$ cat config.mk
export PLATFORM = sky130hd
export DESIGN_NAME = addc_exec_unit
export DESIGN_NICKNAME = d
export VERILOG_FILES = /design/src/rtl/addc_pkg.sv /design/src/rtl/addc_adder.sv /design/src/rtl/addc_cycle_ctr.sv /design/src/rtl/addc_skip_track.sv /design/src/rtl/addc_exec_unit.sv
export SDC_FILE = /design/constraint.sdc
export NUM_CORES = 1
export LEC_CHECK = 0
export BUFFER_PORTS_ARGS = -buffer_cell sky130_fd_sc_hd__buf_4
export CELL_PAD_IN_SITES_DETAIL_PLACEMENT = 1
export CELL_PAD_IN_SITES_GLOBAL_PLACEMENT = 2
export CORE_ASPECT_RATIO = 0.8
export CORE_MARGIN = 2
export CORE_UTILIZATION = 28
export DETAILED_ROUTE_END_ITERATION = 10
export GPL_TIMING_DRIVEN = 1
export PLACE_DENSITY_LB_ADDON = 0.08
export SETUP_SLACK_MARGIN = 0.5
export SLEW_MARGIN = 20
export SYNTH_ARGS = -nofsm -noshare
export SYNTH_HDL_FRONTEND = slang
export SYNTH_HIERARCHICAL = 1
export SYNTH_SLANG_ARGS = --single-unit
$ cat constraint.sdc
create_clock -name clk -period 3 [get_ports clk]
set_clock_uncertainty 0.2 [all_clocks]
set_input_delay 0.3 -clock clk [delete_from_list [all_inputs] [get_ports clk]]
set_output_delay 0.3 -clock clk [all_outputs]
set_load 0.005 [all_outputs]
$ cat src/rtl/addc_pkg.sv
package addc_pkg;

  typedef enum logic [2:0] {
    OP_NONE     = 3'd0,
    OP_ADD_MEM  = 3'd1,
    OP_ADD_EXT  = 3'd2,
    OP_ADD_PAIR = 3'd3,
    OP_ADS_IMM  = 3'd4,
    OP_SET_C    = 3'd5,
    OP_CLR_C    = 3'd6,
    OP_OTHER    = 3'd7
  } op_class_e;

  typedef enum logic [1:0] {
    DST_NONE = 2'd0,
    DST_ACC  = 2'd1,
    DST_EXT  = 2'd2,
    DST_PAIR = 2'd3
  } dest_e;

endpackage

$ cat src/rtl/addc_adder.sv
module addc_adder #(
  parameter int W = 4
) (
  input  logic [W-1:0] a,
  input  logic [W-1:0] b,
  input  logic         cin,
  output logic [W-1:0] sum,
  output logic         cout
);

  function automatic logic [W:0] add_with_carry(input logic [W-1:0] x,
                                                input logic [W-1:0] y,
                                                input logic         c);
    return {1'b0, x} + {1'b0, y} + {{W{1'b0}}, c};
  endfunction

  logic [W:0] full;
  assign full = add_with_carry(a, b, cin);
  assign sum  = full[W-1:0];
  assign cout = full[W];

endmodule

$ cat src/rtl/addc_cycle_ctr.sv
module addc_cycle_ctr #(
  parameter int CYC_SHORT = 1,
  parameter int CYC_LONG  = 2
) (
  input  logic clk,
  input  logic rst,
  input  logic load,
  input  logic long_form,
  output logic done,
  output logic ready
);

  localparam int CNT_W = $clog2(CYC_LONG + 1);

  logic [CNT_W-1:0] cnt_q;

  always_ff @(posedge clk) begin
    if (rst) begin
      cnt_q <= '0;
    end else if (load) begin
      cnt_q <= long_form ? CNT_W'(CYC_LONG) : CNT_W'(CYC_SHORT);
    end else if (cnt_q != '0) begin
      cnt_q <= cnt_q - 1'b1;
    end
  end

  assign done  = (cnt_q == CNT_W'(1));
  assign ready = (cnt_q <= CNT_W'(1));

  assert_short_done_R5: assert property (@(posedge clk) disable iff (rst)
    (load && !long_form) |=> done);

  generate
    if (CYC_LONG == 2) begin : g_long_chk
      assert_long_gap_R5: assert property (@(posedge clk) disable iff (rst)
        (load && long_form) |=> (!done && !ready));
      assert_long_done_R5: assert property (@(posedge clk) disable iff (rst)
        (load && long_form) |=> ##1 done);
    end
  endgenerate

  assert_done_one_cycle_R5: assert property (@(posedge clk) disable iff (rst)
    (done && !load) |=> !done);

endmodule

$ cat src/rtl/addc_skip_track.sv
module addc_skip_track
  import addc_pkg::*;
(
  input  logic      clk,
  input  logic      rst,
  input  logic      accept,
  input  op_class_e op,
  input  logic      nib_cout,
  output logic      skip,
  output logic      pend
);

  logic pend_q;
  logic arm_now;

  assign arm_now = accept && (op == OP_ADD_MEM) && nib_cout;

  always_ff @(posedge clk) begin
    if (rst) begin
      pend_q <= 1'b0;
    end else if (accept) begin
      pend_q <= arm_now;
    end
  end

  assign skip = accept && (op == OP_ADS_IMM) && pend_q;
  assign pend = pend_q;

  assert_pend_source_R7: assert property (@(posedge clk) disable iff (rst)
    $rose(pend_q) |-> $past(accept && op == OP_ADD_MEM && nib_cout));

  assert_no_skip_after_wide_R8: assert property (@(posedge clk) disable iff (rst)
    (accept && (op == OP_ADD_EXT || op == OP_ADD_PAIR)) |=> !skip);

  assert_no_chain_after_ads_R8: assert property (@(posedge clk) disable iff (rst)
    (accept && op == OP_ADS_IMM) |=> !skip);

endmodule

$ cat src/rtl/addc_exec_unit.sv
module addc_exec_unit
  import addc_pkg::*;
#(
  parameter int NIB_W      = 4,
  parameter int PAIR_SEL_W = 2,
  parameter int CYC_SHORT  = 1,
  parameter int CYC_LONG   = 2
) (
  input  logic                  clk,
  input  logic                  rst,
  input  logic                  issue,
  input  logic [2:0]            op_class,
  input  logic [NIB_W-1:0]      acc_nib,
  input  logic [NIB_W-1:0]      mem_nib,
  input  logic [2*NIB_W-1:0]    ext_acc,
  input  logic [2*NIB_W-1:0]    pair_val,
  input  logic [PAIR_SEL_W-1:0] pair_sel,
  output logic [2*NIB_W-1:0]    result,
  output logic [1:0]            dest_sel,
  output logic [PAIR_SEL_W-1:0] dest_pair,
  output logic                  carry,
  output logic                  skip,
  output logic                  done,
  output logic                  ready
);

  localparam int PAIR_W = 2 * NIB_W;

  op_class_e op;
  assign op = op_class_e'(op_class);

  logic accept;
  logic is_nib;
  logic is_wide;
  logic carry_touch;
  logic pend;

  assign accept      = issue && ready;
  assign is_nib      = (op == OP_ADD_MEM);
  assign is_wide     = (op == OP_ADD_EXT) || (op == OP_ADD_PAIR);
  assign carry_touch = accept && (is_nib || is_wide || op == OP_SET_C || op == OP_CLR_C);

  logic                  carry_q;
  logic [NIB_W-1:0]      nib_sum;
  logic                  nib_cout;
  logic [PAIR_W-1:0]     wide_sum;
  logic                  wide_cout;

  addc_adder #(.W(NIB_W)) u_nib_add (
    .a    (acc_nib),
    .b    (mem_nib),
    .cin  (carry_q),
    .sum  (nib_sum),
    .cout (nib_cout)
  );

  addc_adder #(.W(PAIR_W)) u_wide_add (
    .a    (ext_acc),
    .b    (pair_val),
    .cin  (carry_q),
    .sum  (wide_sum),
    .cout (wide_cout)
  );

  addc_cycle_ctr #(.CYC_SHORT(CYC_SHORT), .CYC_LONG(CYC_LONG)) u_ctr (
    .clk       (clk),
    .rst       (rst),
    .load      (accept && (is_nib || is_wide)),
    .long_form (is_wide),
    .done      (done),
    .ready     (ready)
  );

  addc_skip_track u_skip (
    .clk      (clk),
    .rst      (rst),
    .accept   (accept),
    .op       (op),
    .nib_cout (nib_cout),
    .skip     (skip),
    .pend     (pend)
  );

  logic [PAIR_W-1:0]     res_q;
  dest_e                 dst_q;
  logic [PAIR_SEL_W-1:0] pair_q;

  always_ff @(posedge clk) begin
    if (rst) begin
      carry_q <= 1'b0;
      res_q   <= '0;
      dst_q   <= DST_NONE;
      pair_q  <= '0;
    end else if (accept) begin
      unique case (op)
        OP_ADD_MEM: begin
          carry_q <= nib_cout;
          res_q   <= {{(PAIR_W-NIB_W){1'b0}}, nib_sum};
          dst_q   <= DST_ACC;
          pair_q  <= pair_sel;
        end
        OP_ADD_EXT, OP_ADD_PAIR: begin
          carry_q <= wide_cout;
          res_q   <= wide_sum;
          dst_q   <= (op == OP_ADD_EXT) ? DST_EXT : DST_PAIR;
          pair_q  <= pair_sel;
        end
        OP_SET_C: carry_q <= 1'b1;
        OP_CLR_C: carry_q <= 1'b0;
        default: ;
      endcase
    end
  end

  assign result    = res_q;
  assign dest_sel  = dst_q;
  assign dest_pair = pair_q;
  assign carry     = carry_q;

  assert_reset_state_R9: assert property (@(posedge clk)
    rst |=> (!carry_q && !done && ready && !pend));

  assert_carry_hold_R4: assert property (@(posedge clk) disable iff (rst)
    !carry_touch |=> $stable(carry_q));

  assert_nib_upper_zero_R1: assert property (@(posedge clk) disable iff (rst)
    (done && dst_q == DST_ACC) |-> (res_q[PAIR_W-1:NIB_W] == '0));

  assert_ignored_issue_R6: assert property (@(posedge clk) disable iff (rst)
    (issue && !ready) |=> ($stable(res_q) && $stable(carry_q) && $stable(dst_q)));

  assert_skip_only_on_ads_R7: assert property (@(posedge clk) disable iff (rst)
    skip |-> (issue && op == OP_ADS_IMM && pend));

endmodule

==> results by stage <==
Place:
- The congestion estimate from routability-driven global placement came to between 0.7 and 0.8.
- Detailed placement finished with a half-perimeter wire length of 3020 microns.
- At the placement stage, the worst setup path has a slack of approximately 470 ps.
- The count of input and output buffers is 47.

Route:
- The count of TritonRoute iterations in the first routing pass is 4.
- The detailed router placed 1293 vias in this run.
- The average wire length per cell after detail routing is 14.2 microns.
- The detailed router's first-iteration violation count is 54.
- After detailed routing, the number of remaining DRC violations is 0.
- Dividing the detail-routed via count by the number of cells gives roughly 5.0.
- The aggregate routed wire length is about 3700 microns.
- Once detail routing completed, the nets flagged for antenna violations numbered 0.

Clock tree:
- The clock sink count is 16.
- TritonCTS built the clock tree.
- The count of hold buffers inserted by post-cts repair is 0.
- The number of buffers on the longest clock path is 2.
- The CTS clock-pin slew for the worst setup and hold paths is ~70 ps.
- The number of clock buffers inserted by TritonCTS is 3.
- The total number of H-tree levels is 1.
- The library cell used as clock root buffer is clkbuf_8.
- At the later pin of the worst-skew pair, clock insertion delay measures between 200 and 300 ps.

Synth:
- The synthesized flop and latch total is 16.
- The share of Yosys cell area claimed by the top area cell type is 0.240.
- The number of enable-type register cells in the synthesized netlist is 0.
- The count of mapped cells out of synthesis is roughly 160.
- The net count after synthesis is between 200 and 250.
- The dominant cell by count in the synthesized netlist is a21oi_1.
- In the synthesized netlist the async set-or-reset flop fraction comes to 0.
- After synthesis, the most frequently instantiated cells are a21oi_1 (17), dfxtp_1 (16), ha_1 (12), o21ai_0 (12), nand3_1 (10).
- Yosys printed 6 warnings.
- Of the synthesized area, sequential elements account for 0.240.
- The largest area contributor in the netlist is dfxtp_1.
- The most used flip-flop cell after synthesis is dfxtp_1.
- Ranked by total cell area, the synthesized netlist is headed by dfxtp_1 (24%), ha_1 (11%), a21oi_1 (6.4%), fa_1 (6.0%), o21ai_0 (4.5%).
- Synthesis instantiated 43 different standard cells from the library.
- The post-synthesis average cell area is ~8.6 sq um.
- The summed instance area of the synthesized netlist is 1330 sq um.

Layout:
- The fill cell instance count of the final layout is around 540.
- The area added between synthesis and finish is 32.2%.
- At the end of the flow, the number of nets in the layout was between 200 and 250.
- The repair_antennas step left the layout with diodes totalling 0.
- The sequential cell area is between 300 and 400 sq um.
- The multi-input logic area is roughly 900 sq um.
- Of the cells placed in the final design, the portion with a size suffix greater than 1 is 0.288.

Floorplanning:
- The I/O pin count is 48.
- Measured along the x axis, the die boundary spans between 80 and 90 microns.
- The floorplan step defined a die boundary enclosing roughly 5300 sq um.
- In this run the vertical extent of the chip is approximately 66 microns.
- In this run the standard cell core region covers roughly 4600 sq um.
- The initial standard-cell utilization of the core is 0.290.
- The number of standard-cell rows in the floorplan is 22.

Worst setup path:
- The setup path with the least slack is of type reg2reg.
- Data on the critical path is required at its endpoint by 2930 ps.
- Data arrives at the worst endpoint at between 2000 and 2500 ps.
- Of all nets on the critical path, the largest fanout is 4.
- The worst setup path is captured at a register.
- The worst setup path is launched from a register.

STA:
- The number of pins with negative max-slew slack in the final report is 0.
- The clock period minus final worst setup slack is between 2000 and 2500 ps.
- The final hold violation count is 0.
- Setup violations remaining at the end of the flow were counted as 0.
- Setup total negative slack on the finished layout was measured at 0 ps.
- For the pin with the worst max-slew slack, the measured transition is about 570 ps.
- Of the available clock period, the critical path in the final layout requires 0.773.
- The worst max-slew margin expressed relative to the limit is 0.619.
- Derived from the worst setup path, the maximum achievable clock frequency is between 0.4 and 0.5 GHz.
- Setup repair after global routing left no endpoint under its margin.
- Across all setup checks in the final design, the least slack found is between 600 and 700 ps.

Global route:
- The initial antenna violation count came to 0.
- The wire length of the first global-routing pass is 6070 microns.
- Across every metal layer, demand over resource in global routing totals 0.147.
- Entering global routing, the biggest net connects 22 pins.
- After global routing the overflow that remains totals 0.
- The via count of the first global-routing pass is 1311.

Power:
- The power density over the cells is around 470 nW/um^2.
- IR analysis of the VDD net gives a maximum drop of roughly 220 uV.
- In this run the static leakage power is between 0.7 and 0.8 nW.

Run status:
- The run finished with clean final reports.

Worst hold path:
- The kind of path behind the tightest hold check is in2reg.

Flow run:
- The tool flagged a number of max-cap violations equal to 0.
## kinds of logic after synthesis
kind of cell | Yosys count | share of synthesized area
AND/OR/NAND/NOR | 50 | 0.220
AO/OA/AOI/OAI | 47 | 0.240
buffers and inverters | 18 | 0.0732
adder cells (fa/ha/maj) | 16 | 0.173
flip-flops | 16 | 0.240
XOR/XNOR | 7 | 0.0460
multiplexers | 1 | 0.00750
## path summary, 6_finish.rpt
| path | slack (ps) | startpoint | to | cells after the start |
|---|---|---|---|---|
| max | 680 | carry$_SDFFE_PP0P_ | carry$_SDFFE_PP0P_ | 9 |
| min reg2reg | 260 | dest_sel[1]$_SDFFE_PP0P_ | dest_sel[1]$_SDFFE_PP0P_ | 2 |
| min | 120 | pair_sel[1] | dest_pair[1]$_SDFFE_PP0P_ | 3 |
| max reg2reg | 680 | carry$_SDFFE_PP0P_ | carry$_SDFFE_PP0P_ | 9 |
## stage by stage
step	utilization	std cells	hold WS [ps]	instance area, sq um	power [mW]
3_5_place_dp	0.370	254	264	1700	0.638
4_1_cts	0.382	258	118	1760	0.833
6_report	0.384	258	118	1760	0.823
5_1_grt	0.384	258	125	1760	0.891
3_3_place_gp	0.370	254	244	1700	0.622
2_1_floorplan	-	155	169	1330	0.499
## per-layer routing
layer / wire length, microns / track usage
met1: 1750 / 0.195
met2: 1720 / 0.246
met3: 161 / 0.0206
met4: 34 / 0.0445
met5: 0 / 0
## critical path: stages, from the launching register on
cell	delay, ps
dfxtp_1	390
fa_1	440
fa_2	380
a21oi_2	170
nor2_1	60
nor2_1	130
o21ai_0	120
nand3b_1	90
o2111a_1	190
nor3_1	40
## area by class of cell
cell class                      instances  share of cell area
Tap cell                               60              0.0426
Sequential cell                        16               0.182
Multi-Input combinational cell        121               0.523
Inverter                               10              0.0213
Clock buffer                            4              0.0312
Timing Repair Buffer                   47               0.200
## state kept, by name, summed over array words and instances (netlist names)
signal       cells
result           8
dest_pair        2
dest_sel         2
u_ctr/cnt_q      2
carry            1
u_skip/pend      1
## what timing repair did
item / 4_1_cts / 5_1_grt
gates resized for setup: 0 / 2
hold endpoints to repair: 0 / 0
setup endpoints to repair: 0 / 2
buffers inserted: 0 / 0
## cell usage in the layout (no fill, tap or decap), types with 3 or more instances in the layout
cell type	n
nor2b_1	7
ha_1	12
o21ai_0	12
nand2_1	7
buf_4	47
nand3_1	10
xor2_1	3
or3b_1	4
a21o_1	3
fa_1	3
nor2_1	4
nor3_1	4
clkbuf_8	4
dfxtp_1	16
a21oi_1	16
o2111ai_1	4
xnor2_1	4
inv_1	9
## where the power goes
| group | switching (mW) | total, mW | internal (mW) |
|---|---|---|---|
| combinational | 0.186 | 0.367 | 0.181 |
| sequential | 0.0231 | 0.266 | 0.243 |
| clock | 0.0741 | 0.190 | 0.116 |
| total | 0.283 | 0.823 | 0.540 |
Power figures use the tool's default switching activity.
